File: src/rtl/pmu_pkg.sv
package pmu_pkg;

  // Register numbers on the write port.
  typedef enum logic [1:0] {
    REG_SEL   = 2'd0,
    REG_EVT   = 2'd1,
    REG_ENSET = 2'd2,
    REG_CTRL  = 2'd3
  } pmu_reg_e;

  localparam int EVT_W        = 8;      // width of an event number
  localparam int CYCLE_EVT    = 'h11;   // event fed by the clock itself
  localparam int CTRL_RUN_BIT = 0;
  localparam int CTRL_CLR_BIT = 1;

endpackage

File: src/rtl/pmu_regs.sv
module pmu_regs
  import pmu_pkg::*;
#(
  parameter int NUM_CNT = 6,
  parameter int DATA_W  = 32,
  localparam int SEL_W  = (NUM_CNT > 1) ? $clog2(NUM_CNT) : 1
) (
  input  logic                              clk,
  input  logic                              rst_n,
  input  logic                              cfg_we,
  input  logic [1:0]                        cfg_addr,
  input  logic [DATA_W-1:0]                 cfg_wdata,
  output logic [SEL_W-1:0]                  sel_q,
  output logic [NUM_CNT-1:0][EVT_W-1:0]     evt_q,
  output logic [NUM_CNT-1:0]                en_q,
  output logic                              run_q,
  output logic                              clr_all
);

  pmu_reg_e addr;
  logic     wr_sel, wr_evt, wr_en, wr_ctrl;
  logic     sel_ok;

  assign addr    = pmu_reg_e'(cfg_addr);
  assign wr_sel  = cfg_we && (addr == REG_SEL);
  assign wr_evt  = cfg_we && (addr == REG_EVT);
  assign wr_en   = cfg_we && (addr == REG_ENSET);
  assign wr_ctrl = cfg_we && (addr == REG_CTRL);
  assign sel_ok  = (cfg_wdata < DATA_W'(NUM_CNT));
  assign clr_all = wr_ctrl && cfg_wdata[CTRL_CLR_BIT];

  always_ff @(posedge clk) begin
    if (!rst_n) begin
      sel_q <= '0;
    end else if (wr_sel && sel_ok) begin
      sel_q <= cfg_wdata[SEL_W-1:0];
    end
  end

  for (genvar i = 0; i < NUM_CNT; i++) begin : g_evt
    always_ff @(posedge clk) begin
      if (!rst_n) begin
        evt_q[i] <= '0;
      end else if (wr_evt && (sel_q == SEL_W'(i))) begin
        evt_q[i] <= cfg_wdata[EVT_W-1:0];
      end
    end
  end

  always_ff @(posedge clk) begin
    if (!rst_n) begin
      en_q <= '0;
    end else if (wr_en) begin
      en_q <= en_q | cfg_wdata[NUM_CNT-1:0];
    end
  end

  always_ff @(posedge clk) begin
    if (!rst_n) begin
      run_q <= 1'b0;
    end else if (wr_ctrl) begin
      run_q <= cfg_wdata[CTRL_RUN_BIT];
    end
  end

endmodule

File: src/rtl/pmu_evsel.sv
module pmu_evsel
  import pmu_pkg::*;
#(
  parameter int NUM_EV = 32
) (
  input  logic [NUM_EV-1:0] ev_vec,
  input  logic [EVT_W-1:0]  evt,
  output logic              fire
);

  // Numbers at or beyond NUM_EV match no line and never fire.
  always_comb begin
    fire = 1'b0;
    for (int n = 0; n < NUM_EV; n++) begin
      if (evt == EVT_W'(n)) fire = ev_vec[n];
    end
  end

endmodule

File: src/rtl/pmu_counter.sv
module pmu_counter #(
  parameter int CNT_W = 32
) (
  input  logic             clk,
  input  logic             rst_n,
  input  logic             clr,
  input  logic             inc,
  output logic [CNT_W-1:0] cnt_q
);

  always_ff @(posedge clk) begin
    if (!rst_n || clr) begin
      cnt_q <= '0;
    end else if (inc) begin
      cnt_q <= cnt_q + CNT_W'(1);
    end
  end

endmodule

File: src/rtl/pmu_top.sv
module pmu_top
  import pmu_pkg::*;
#(
  parameter int NUM_CNT = 6,
  parameter int NUM_EV  = 32,
  parameter int CNT_W   = 32,
  parameter int DATA_W  = 32
) (
  input  logic              clk,
  input  logic              rst_n,
  input  logic              cfg_we,
  input  logic [1:0]        cfg_addr,
  input  logic [DATA_W-1:0] cfg_wdata,
  input  logic [NUM_EV-1:0] ev_in,
  output logic [CNT_W-1:0]  rd_count
);

  localparam int SEL_W = (NUM_CNT > 1) ? $clog2(NUM_CNT) : 1;

  logic [SEL_W-1:0]                sel_q;
  logic [NUM_CNT-1:0][EVT_W-1:0]   evt_q;
  logic [NUM_CNT-1:0]              en_q;
  logic                            run_q;
  logic                            clr_all;
  logic [NUM_EV-1:0]               ev_vec;
  logic [NUM_CNT-1:0]              fire;
  logic [NUM_CNT-1:0][CNT_W-1:0]   cnt_all;

  pmu_regs #(.NUM_CNT(NUM_CNT), .DATA_W(DATA_W)) u_regs (
    .clk       (clk),
    .rst_n     (rst_n),
    .cfg_we    (cfg_we),
    .cfg_addr  (cfg_addr),
    .cfg_wdata (cfg_wdata),
    .sel_q     (sel_q),
    .evt_q     (evt_q),
    .en_q      (en_q),
    .run_q     (run_q),
    .clr_all   (clr_all)
  );

  // The cycle event line is driven internally, not by ev_in.
  if (CYCLE_EVT < NUM_EV) begin : g_cyc
    always_comb begin
      ev_vec            = ev_in;
      ev_vec[CYCLE_EVT] = 1'b1;
    end
  end else begin : g_nocyc
    assign ev_vec = ev_in;
  end

  for (genvar i = 0; i < NUM_CNT; i++) begin : g_cnt
    pmu_evsel #(.NUM_EV(NUM_EV)) u_sel (
      .ev_vec (ev_vec),
      .evt    (evt_q[i]),
      .fire   (fire[i])
    );

    pmu_counter #(.CNT_W(CNT_W)) u_cnt (
      .clk   (clk),
      .rst_n (rst_n),
      .clr   (clr_all),
      .inc   (fire[i] && en_q[i] && run_q),
      .cnt_q (cnt_all[i])
    );
  end

  always_comb begin
    rd_count = '0;
    for (int i = 0; i < NUM_CNT; i++) begin
      if (sel_q == SEL_W'(i)) rd_count = cnt_all[i];
    end
  end

endmodule

File: config.mk
export PLATFORM = sky130hd
export DESIGN_NAME = pmu_top
export DESIGN_NICKNAME = d
export VERILOG_FILES = /design/src/rtl/pmu_pkg.sv /design/src/rtl/pmu_regs.sv /design/src/rtl/pmu_evsel.sv /design/src/rtl/pmu_counter.sv /design/src/rtl/pmu_top.sv
export SDC_FILE = /design/constraint.sdc
export NUM_CORES = 1
export LEC_CHECK = 0
export BUFFER_PORTS_ARGS = -buffer_cell sky130_fd_sc_hd__buf_2
export CAP_MARGIN = 20
export CORE_ASPECT_RATIO = 1.1
export CORE_MARGIN = 2
export CORE_UTILIZATION = 56
export DETAILED_ROUTE_END_ITERATION = 8
export GPL_TIMING_DRIVEN = 0
export HOLD_SLACK_MARGIN = 0.15
export PLACE_DENSITY = 0.83
export SLEW_MARGIN = 10
export SYNTH_ARGS = -nofsm -noshare
export SYNTH_HDL_FRONTEND = slang
export SYNTH_SLANG_ARGS = --single-unit
File: constraint.sdc
create_clock -name clk -period 3.12 [get_ports clk]
set_clock_uncertainty 0.1 [all_clocks]
set_input_delay 0.156 -clock clk [delete_from_list [all_inputs] [get_ports clk]]
set_output_delay 0.156 -clock clk [all_outputs]
set_load 0.01 [all_outputs]
==> results of run 1 <==
[final timing paths]
check	slack [ps]	endpoint
hold reg to reg	370	u_regs.en_q[4]$_SDFFE_PN0P_
setup reg to reg	-20	g_cnt[5].u_cnt.cnt_q[24]$_SDFFE_PP0P_
hold / removal	320	u_regs.en_q[0]$_SDFFE_PN0P_
setup / recovery	-20	g_cnt[5].u_cnt.cnt_q[24]$_SDFFE_PP0P_
[stage by stage]
| stage | cells | hold WS [ps] |
|---|---|---|
| detailed placement | 2387 | 356 |
| CTS | 2447 | 311 |
| finish | 2445 | 325 |
| floorplan | 1940 | 200 |
| global placement | 2385 | 342 |
| global route | 2445 | 347 |
[power by group]
part           internal, W  leakage (nW)  switching (W)
Sequential         0.00320          2.02     0.00000817
Clock              0.00221         0.491        0.00138
Combinational     0.000118          3.24       0.000295
Total              0.00553          5.75        0.00168
[Yosys cell counts, types with 15 or more instances]
cell type | instances | area [sq um]
a22oi_1 | 16 | 120
o221ai_1 | 16 | 140
and3_1 | 26 | 163
xnor2_1 | 79 | 692
nand4_1 | 58 | 363
dfxtp_1 | 250 | 5000
mux4_2 | 27 | 608
nand3_1 | 94 | 470
buf_1 | 15 | 56.3
or3_1 | 32 | 200
nor3_1 | 52 | 260
nand3b_1 | 15 | 113
o31ai_1 | 44 | 330
xor2_1 | 15 | 131
nor4_1 | 63 | 394
inv_1 | 65 | 244
nand2_1 | 140 | 526
and4_1 | 15 | 131
or4_1 | 46 | 345
nor2_1 | 192 | 721
a21oi_1 | 138 | 691
clkbuf_1 | 135 | 507
nand2b_1 | 22 | 138
o22ai_1 | 23 | 144
mux2i_1 | 117 | 1170
o21ai_0 | 58 | 290
nor2b_1 | 15 | 93.8
[worst reg2reg max path: cells and delay by family, from the launching register on]
kind / cells / cell delay, ps
multiplexers: 2 / 590
AO/OA/AOI/OAI: 2 / 480
AND/OR/NAND/NOR: 4 / 1320
buffers and inverters: 2 / 280
flip-flops: 1 / 340
[repair_timing]
action | CTS | global route
gates cloned | 1 | 3
endpoints found under the setup margin | 205 | 156
gates resized for setup | 62 | 124
endpoints found under the hold margin | 54 | 0
buffers inserted | 2 | 4
hold buffers | 16 | 0
pin swaps | 6 | 22
[kinds of logic after synthesis]
group	share of synthesized area
AND/OR/NAND/NOR	0.288
AO/OA/AOI/OAI	0.158
flip-flops	0.324
buffers and inverters	0.0552
multiplexers	0.117
XOR/XNOR	0.0533
adder cells (fa/ha/maj)	0.00486
[registers in the layout, indices dropped and copies added, names as in the netlist]
| register | count |
|---|---|
| g_cnt.u_cnt.cnt_q | 192 |
| u_regs.en_q | 6 |
| u_regs.evt_q | 48 |
| u_regs.run_q | 1 |
| u_regs.sel_q | 3 |
[metal layers]
| metal | up-vias | routed length [um] | track usage |
|---|---|---|---|
| met5 | - | 0 | 0 |
| met4 | 0 | 4190 | 0.236 |
| met3 | 280 | 5990 | 0.0718 |
| met2 | 1135 | 26000 | 0.613 |
| met1 | 7967 | 21200 | 0.469 |
| li1 | 7429 | - | - |
[final cells by class]
| type | count | area [sq um] |
|---|---|---|
| Clock inverter | 12 | 194 |
| Multi-Input combinational cell | 1469 | 10000 |
| Buffer | 136 | 647 |
| Tap cell | 357 | 447 |
| Fill cell | 2244 | 8940 |
| Sequential cell | 250 | 5020 |
| Timing Repair Buffer | 116 | 707 |
| Inverter | 67 | 255 |
| Clock buffer | 38 | 807 |
==> out/results.tsv, run 1 <==
metric	value	unit
status	finished, violations left	
violations	setup timing	
seq_area_frac_synth	0.324	
fp.dieArea	0.0289	sq mm
crit_required	3510	ps
rows	63	
hold-path-cell-count	4	
ys.flop_type	dfxtp_1	
hold_path.class	in -> reg	
cp_top_family	simple AND/OR/NAND/NOR gates	
setup_viol	1	
die_h	178	um
ys_warn_count	0	
design.core.area	0.0270	sq mm
fin_crit	3140	ps
cts-root-buf	clkbuf_16	
cts_tree	yes	
maxCapViolations	0	
antenna_found_initial	0	
diodes	0	
grt_max_degree	15	
layout_setup_ws	-18.0	ps
max_stage_delay	520	ps
crit_start	u_regs.evt_q[41]$_SDFFE_PN0P_	
syn_nets	2015	
clock_latency	560	ps
end_kind	flop	
finish.instance_area	0.0181	sq mm
pre_cts_ws	-774	ps
vias	16800	
area_growth	17.1	%
dr.pass1.iters	6	
io_buffers	88	
avgSynthCellArea	7.96	sq um
critical_path_class	reg -> reg	
fin_tns_setup	-18.0	ps
yosys_register_bits	250	
final_cell_mix	240 x dfxtp_1, 192 x nor2_1, 140 x nand2_1	
cp_num_buf_inv	2	
worst_pin_slew	905	ps
htreeDepth	1	
track_usage	0.380	
max-vdd-ir-drop	477	uV
viasPerCell	6.88	
cp_slowest_cell	or4_4	
synth_area	0.0154	sq mm
path_cells	buf_6 > mux2i_1 > mux4_2 > or3_4 > a221o_1 > and4_4 > or2_4 > buf_12 > or4_4 > a21oi_2	
nNetsFinal	2142	
r2r_cells	10	
dpl-instance-area	0.0164	sq mm
cts_buffers	27	
startpoint_type	flop	
hp-start	cfg_addr[0]	
drv_slew	0	
critPathMaxFanout	7	
hold_viol	0	
total_power	0.00721	W
synth_edf_count	0	
final_common_cell	dfxtp_1	
io_pins	101	
synth_cell_types	71	
route.detailed.drc	0	
async_flop_share	0	
postRouteAntennaNets	0	
wirelength	57400	um
syn_inst	1940	
die_w	162	um
p_per_area	398	mW/mm^2
clock_path_buffers	3	
grt_pass1_vias	15200	
gp_congestion	1.07	
fin_crit_sh	1.01	
p_leak	5.75	nW
final_util	0.669	
routedWlPerCell	23.5	um
drt_iter0_drc	1997	
clock_sinks	250	
clk_pin_slew	70	ps
start_util	0.571	
grt_first_pass_wirelength	85900	um
max_freq	319	MHz
rsz0062_at_grt	true	
cp_data_arrival_time	3530	ps
relSlewSlack	0.391	
r2r-start	u_regs.evt_q[41]$_SDFFE_PN0P_	
grt_overflow	0	
cp.depth	10	
final_layout_size_suffix_gt1_frac	0.155	
dp_hpwl	40700	um
(Power assumes the default switching activity.)
==> run 2: changes to the inputs <==
--- a/config.mk
+++ b/config.mk
@@ -18,3 +18,4 @@
 export SYNTH_ARGS = -nofsm -noshare
 export SYNTH_HDL_FRONTEND = slang
 export SYNTH_SLANG_ARGS = --single-unit
+export TNS_END_PERCENT = 5
==> run 2 against run 1 <==
Compared with the run above:
- the run still ends with setup timing left
- maximum frequency down 2.0%
- via count down 1.5%
- non-clock buffer count unchanged
- register-to-register slack better by 40 ps
- highest routed layer unchanged
- sequential share of layout area up 0.24 points
- critical endpoint is now u_regs.sel_q[2]$_SDFFE_PN0P_
- total power down 0.17%
- clock-buffer cell count unchanged
- sequential cell count unchanged
- cell count unchanged
- sequential power about the same
==> out/results.tsv, run 2 (synthesis gave the netlist of run 1 again) <==
metric	value	unit	change
status	finished, violations left		unchanged
violations	setup timing		unchanged
io_pins	101		unchanged
start_util	0.571		unchanged
clock_path_buffers	3		unchanged
clk_pin_slew	60	ps	was 70 ps
design.core.area	0.0270	sq mm	unchanged
whs	337	ps	was 325 ps
final_layout_size_suffix_gt1_frac	0.141		was 0.155
cp_slowest_cell	dlygate4sd3_1		was or4_4
final_cell_mix	239 x dfxtp_1, 192 x nor2_1, 140 x nand2_1		was 240 x dfxtp_1, 192 x nor2_1, 140 x nand2_1
layout_top_registers	g_cnt.u_cnt.cnt_q: 192 flops, u_regs.evt_q: 48 flops, u_regs.en_q: 6 flops		unchanged
dr.pass1.iters	6		unchanged
dp_hpwl	40700	um	unchanged
met3_length	5840	um	was 5990 um
cp_top_family	buffers and inverters		was simple AND/OR/NAND/NOR gates
setup_viol	4		was 1
postRouteAntennaNets	0		unchanged
hold_viol	0		unchanged
drv_slew	0		unchanged
met1_length	21200	um	about the same
cts_tree	yes		unchanged
maxCapViolations	0		unchanged
max_stage_delay	750	ps	was 520 ps
grt_pass1_vias	15200		about the same
vias	16600		was 16.8k
drt_iter0_drc	2162		was 1997
hold_path.class	in -> reg		unchanged
htreeDepth	1		unchanged
grt_first_pass_wirelength	85800	um	was 85900 um
nNetsFinal	2142		unchanged
relSlewSlack	0.410		was 0.391
max_freq	312	MHz	was 319 MHz
cp_num_buf_inv	4		was 2
startpoint_type	input port		was flop
total_power	0.00719	W	was 0.00721 W
grt_max_degree	14		was 15
viasPerCell	6.77		was 6.88
antenna_found_initial	0		unchanged
multi_input_area	0.00992	sq mm	was 0.0100 sq mm
final_common_cell	dfxtp_1		unchanged
grt_overflow	0		unchanged
route.met2.wl	25500	um	was 26000 um
route.detailed.drc	0		unchanged
area_growth	16.1	%	was 17.1%
rows	63		unchanged
clock_sinks	250		unchanged
crit_required	3420	ps	was 3510 ps
cts-root-buf	clkbuf_16		unchanged
final_util	0.664		was 0.669
track_usage	0.378		was 0.380
diodes	0		unchanged
routedWlPerCell	23.2	um	was 23.5 um
die_w	162	um	unchanged
fillerInstances	2255		was 2244
max-vdd-ir-drop	476	uV	was 477 uV
gp_congestion	1.07		unchanged
critPathMaxFanout	10		was 7
layout_setup_ws	-82.6	ps	was -18.0 ps
largest_reg_flops	192		unchanged
worst_pin_slew	877	ps	was 905 ps
end_kind	flop		unchanged
rsz0062_at_grt	true		unchanged
p_leak	5.68	nW	was 5.75 nW
clock_latency	560	ps	about the same
fin_crit_sh	1.03		was 1.01
path_cells	dlygate4sd3_1 > clkbuf_1 > a211oi_1 > dlygate4sd3_1 > nand2_1 > nor3_1 > dlygate4sd3_1 > mux2i_1 > nor2_1		was buf_6 > mux2i_1 > mux4_2 > or3_4 > a221o_1 > and4_4 > or2_4 > buf_12 > or4_4 > a21oi_2
io_buffers	88		unchanged
fin_crit	3200	ps	was 3140 ps
cts_buffers	27		unchanged
regArea	0.00502	sq mm	about the same
p_per_area	401	mW/mm^2	was 398 mW/mm^2
critical_path_class	in -> reg		was reg -> reg
highest_layer	met4		unchanged
fp.dieArea	0.0289	sq mm	unchanged
cp_data_arrival_time	3500	ps	was 3530 ps
wirelength	56800	um	was 57400 um
critPathMostFrequentCell	dlygate4sd3_1		
top_register	g_cnt.u_cnt.cnt_q		unchanged
die_h	178	um	unchanged
run 2: cell types whose count changed in the layout (fill, tap and decap cells not counted), moves of 3 or more:
cell	previous run	this run
buf_4	9	3
a21oi_1	128	136
or4_4	8	0
a21oi_2	9	1
o31ai_2	1	5
or4_1	38	46
clkbuf_1	83	91
o31ai_4	7	4
run 2: routing by layer:
layer | up-vias | global-route usage
met3 | 275 | 0.0698
met5 | - | 0
met1 | 7817 | 0.468
met2 | 1052 | 0.611
li1 | 7419 | -
met4 | 0 | 0.239
run 2: power breakdown:
group	switching [W]	internal (W)	total (W)
sequential	0.00000700	0.00320	0.00320
clock	0.00137	0.00221	0.00358
combinational	0.000294	0.000118	0.000411
total	0.00167	0.00553	0.00719
run 2: area by class of cell:
type | instances | share of cell area
clock inverter | 12 | 0.0108
multi-input combinational | 1469 | 0.553
sequential | 250 | 0.280
inverter | 67 | 0.0142
tap | 357 | 0.0249
timing repair buffer | 108 | 0.0351
clock buffer | 38 | 0.0450
buffer | 144 | 0.0372
run 2: metrics by stage:
stage	std cells	area, sq um	TNS [ps]	setup WS [ps]
6_report	2445	17900	-208	-82.6
5_1_grt	2445	17900	-1650	-124
4_1_cts	2447	17600	-2490	-147
3_5_place_dp	2387	16400	-59230	-774
3_3_place_gp	2385	16300	-57050	-726
2_1_floorplan	1940	15400	0	49.0
run 2: final timing paths:
path	startpoint	endpoint	slack (ps)	depth (start not counted)
setup / recovery	cfg_wdata[1]	u_regs.sel_q[2]$_SDFFE_PN0P_	-80	9
hold / removal	cfg_addr[0]	u_regs.en_q[4]$_SDFFE_PN0P_	340	4
setup reg to reg	u_regs.evt_q[41]$_SDFFE_PN0P_	g_cnt[5].u_cnt.cnt_q[9]$_SDFFE_PP0P_	20	10
hold reg to reg	u_regs.en_q[4]$_SDFFE_PN0P_	u_regs.en_q[4]$_SDFFE_PN0P_	370	2
run 2: worst reg2reg max path: cells and delay by family, from the launching register on:
kind	cells	cell delay (ps)
simple gates	4	1050
compound gates	1	330
mux	2	600
xor+xnor	1	180
buf+inv	2	420
flops	1	330
run 2: repair_timing:
action,4_1_cts,5_1_grt
pin swaps,7,6
endpoints found under the hold margin,54,0
gates resized for setup,53,108
hold buffers,16,0
buffers inserted,0,2
setup endpoints to repair,205,180
==> run 3: changes to the inputs <==
--- a/config.mk
+++ b/config.mk
@@ -6,7 +6,6 @@
 export NUM_CORES = 1
 export LEC_CHECK = 0
 export BUFFER_PORTS_ARGS = -buffer_cell sky130_fd_sc_hd__buf_2
-export CAP_MARGIN = 20
 export CORE_ASPECT_RATIO = 1.1
 export CORE_MARGIN = 2
 export CORE_UTILIZATION = 56
@@ -14,6 +13,7 @@
 export GPL_TIMING_DRIVEN = 0
 export HOLD_SLACK_MARGIN = 0.15
 export PLACE_DENSITY = 0.83
+export RECOVER_POWER = 25
 export SLEW_MARGIN = 10
 export SYNTH_ARGS = -nofsm -noshare
 export SYNTH_HDL_FRONTEND = slang
==> run 3 against run 2 <==
Compared with the run above:
- the flow still finishes with violations (setup timing)
- non-clock buffer count increased by 9
- critical path depth fell by 2
- first-iteration DRC count is 2.5% lower
- wire length up 1.6%
- maximum frequency is 1.5% higher
- global-route usage is 0.23 points higher
==> out/results.tsv, run 3 (synthesis gave the netlist of run 1 again) <==
metric	value	unit	change
min_to	u_regs.en_q[5]$_SDFFE_PN0P_		was u_regs.en_q[4]$_SDFFE_PN0P_
top_register	g_cnt.u_cnt.cnt_q		unchanged
max-vdd-ir-drop	406	uV	was 476 uV
highest_layer	met4		unchanged
dp.cells	2385		was 2387
grt_overflow	0		unchanged
dr.pass1.iters	6		unchanged
status	finished, violations left		unchanged
track_usage	0.381		was 0.378
wirelength	57700	um	was 56800 um
dpl-instance-area	0.0163	sq mm	was 0.0164 sq mm
grt_first_pass_wirelength	86100	um	was 85800 um
final_layout_size_suffix_gt1_frac	0.141		about the same
pre_cts_ws	-782	ps	was -774 ps
die_w	162	um	unchanged
clock_latency	550	ps	was 560 ps
maxCapViolations	0		unchanged
p_sw	0.00167	W	about the same
io_pins	101		unchanged
hold-path-cell-count	4		unchanged
critPathMaxFanout	10		unchanged
gp_congestion	1.07		unchanged
clockPowerShare	0.469		was 0.497
fillerInstances	2264		was 2255
clock_sinks	250		unchanged
final_common_cell	dfxtp_1		unchanged
setup_viol	6		was 4
cts_tree	yes		unchanged
routedWlPerCell	23.5	um	was 23.2 um
hold_viol	0		unchanged
antenna_found_initial	0		unchanged
layout_top_registers	g_cnt.u_cnt.cnt_q: 192 flops, u_regs.evt_q: 48 flops, u_regs.en_q: 6 flops		unchanged
area_growth	16.2	%	was 16.1%
whs	320	ps	was 337 ps
p_leak	5.67	nW	was 5.68 nW
finish.instance_area	0.0179	sq mm	about the same
vias	16900		was 16.6k
p_per_area	381	mW/mm^2	was 401 mW/mm^2
rsz0062_at_grt	true		unchanged
postRouteAntennaNets	0		unchanged
drt_iter0_drc	2107		was 2162
grt_pass1_vias	15100		was 15.2k
internal-power	0.00517	W	was 0.00553 W
met1_length	21400	um	was 21200 um
clock_path_buffers	3		unchanged
fin_crit	3160	ps	was 3200 ps
rows	63		unchanged
largest_reg_flops	192		unchanged
pwr-share-comb	0.062		was 0.057
max_freq	317	MHz	was 312 MHz
hp-start	cfg_addr[0]		unchanged
r2r_cells	11		was 10
route.met2.wl	26200	um	was 25500 um
critical_path_class	reg -> out		was in -> reg
viasPerCell	6.90		was 6.77
grt_max_degree	14		unchanged
dp_hpwl	40600	um	was 40700 um
final_cell_mix	243 x dfxtp_1, 192 x nor2_1, 139 x nand2_1		was 239 x dfxtp_1, 192 x nor2_1, 140 x nand2_1
relSlewSlack	0.344		was 0.410
power_frac_seq	0.469		was 0.445
hold_path.class	in -> reg		unchanged
fp.dieArea	0.0289	sq mm	unchanged
io_buffers	88		unchanged
diodes	0		unchanged
end_kind	output pin		was flop
post_layout_nonfiller_instances	2454		was 2445
start_util	0.571		unchanged
swShare	0.244		was 0.232
die_h	178	um	unchanged
cp_data_arrival_time	2900	ps	was 3500 ps
met3_length	5930	um	was 5840 um
reg2reg_slack	-40	ps	was 20 ps
nNetsFinal	2151		was 2142
htreeDepth	1		unchanged
drv_slew	0		unchanged
design.core.area	0.0270	sq mm	unchanged
r2r-start	u_regs.evt_q[41]$_SDFFE_PN0P_		unchanged
cts-root-buf	clkbuf_16		unchanged
worst_pin_slew	976	ps	was 877 ps
violations	setup timing		unchanged
route.detailed.drc	0		unchanged
clk_pin_slew	60	ps	about the same
layout_setup_ws	-35.1	ps	was -82.6 ps
startpoint_type	flop		was input port
reg2reg_to	g_cnt[5].u_cnt.cnt_q[27]$_SDFFE_PP0P_		was g_cnt[5].u_cnt.cnt_q[9]$_SDFFE_PP0P_
cts_buffers	27		unchanged
total_power	0.00683	W	was 0.00719 W
fin_crit_sh	1.01		was 1.03
crit_required	2860	ps	was 3420 ps
==> run 3: how the worst max path moves through the flow <==
stage / startpoint / end / slack, ps / cells past startpoint
3_3_place_gp: u_regs.evt_q[17]$_SDFFE_PN0P_ / g_cnt[2].u_cnt.cnt_q[17]$_SDFFE_PP0P_ / -730 / 10
3_5_place_dp: u_regs.evt_q[9]$_SDFFE_PN0P_ / g_cnt[1].u_cnt.cnt_q[1]$_SDFFE_PP0P_ / -780 / 11
6_report: u_regs.sel_q[1]$_SDFFE_PN0P_ / rd_count[25] / -40 / 7
4_1_cts: u_regs.evt_q[39]$_SDFFE_PN0P_ / g_cnt[4].u_cnt.cnt_q[26]$_SDFFE_PP0P_ / -30 / 10
2_1_floorplan: u_regs.evt_q[41]$_SDFFE_PN0P_ / g_cnt[5].u_cnt.cnt_q[27]$_SDFFE_PP0P_ / 50 / 11
5_1_grt: u_regs.evt_q[9]$_SDFFE_PN0P_ / g_cnt[1].u_cnt.cnt_q[29]$_SDFFE_PP0P_ / -130 / 10
==> run 3: metal layers <==
metal | track usage | vias to the layer above
met5 | 0 | -
met4 | 0.225 | 0
met3 | 0.0618 | 269
met2 | 0.628 | 1152
met1 | 0.471 | 8051
li1 | - | 7459
==> run 3: timing repair <==
item | CTS | global route
pin swaps | 6 | 13
cloned | 0 | 4
endpoints found under the hold margin | 55 | 0
hold buffers | 20 | 0
buffers inserted | 1 | 3
resized for setup | 64 | 100
setup endpoints to repair | 213 | 165
==> run 3: layout make-up <==
cell class | count | area [sq um] | share of cell area
multi-input combinational | 1469 | 9960 | 0.555
sequential | 250 | 5010 | 0.279
clock buffer | 42 | 802 | 0.0447
timing repair buffer | 116 | 731 | 0.0407
buffer | 145 | 671 | 0.0374
tap | 357 | 447 | 0.0249
inverter | 67 | 251 | 0.0140
clock inverter | 8 | 75.1 | 0.00418
==> run 3: critical path, cell delays in order, from the launching register on <==
cell and delay [ps]:
dfxtp_1 390, buf_2 310, buf_2 410, mux2i_1 330
nor2_1 100, a21oi_1 440, o221ai_1 180, buf_2 170
==> run 3: power by group through the flow <==
| stage | sequential, W | clock, W | combinational (W) |
|---|---|---|---|
| 5_1_grt | 0.00320 | 0.00334 | 0.000437 |
| 6_report | 0.00321 | 0.00321 | 0.000424 |
| 3_3_place_gp | 0.00327 | 0 | 0.000358 |
| 3_5_place_dp | 0.00327 | 0 | 0.000363 |
| 4_1_cts | 0.00320 | 0.00320 | 0.000393 |
| 2_1_floorplan | 0.00327 | 0 | 0.000181 |
==> run 3: metrics by stage <==
step	setup TNS, ps	util
finish	-76.7	0.664
global route	-2810	0.664
CTS	-110	0.650
detailed placement	-64520	0.604
global placement	-57050	0.604
floorplan	0	-
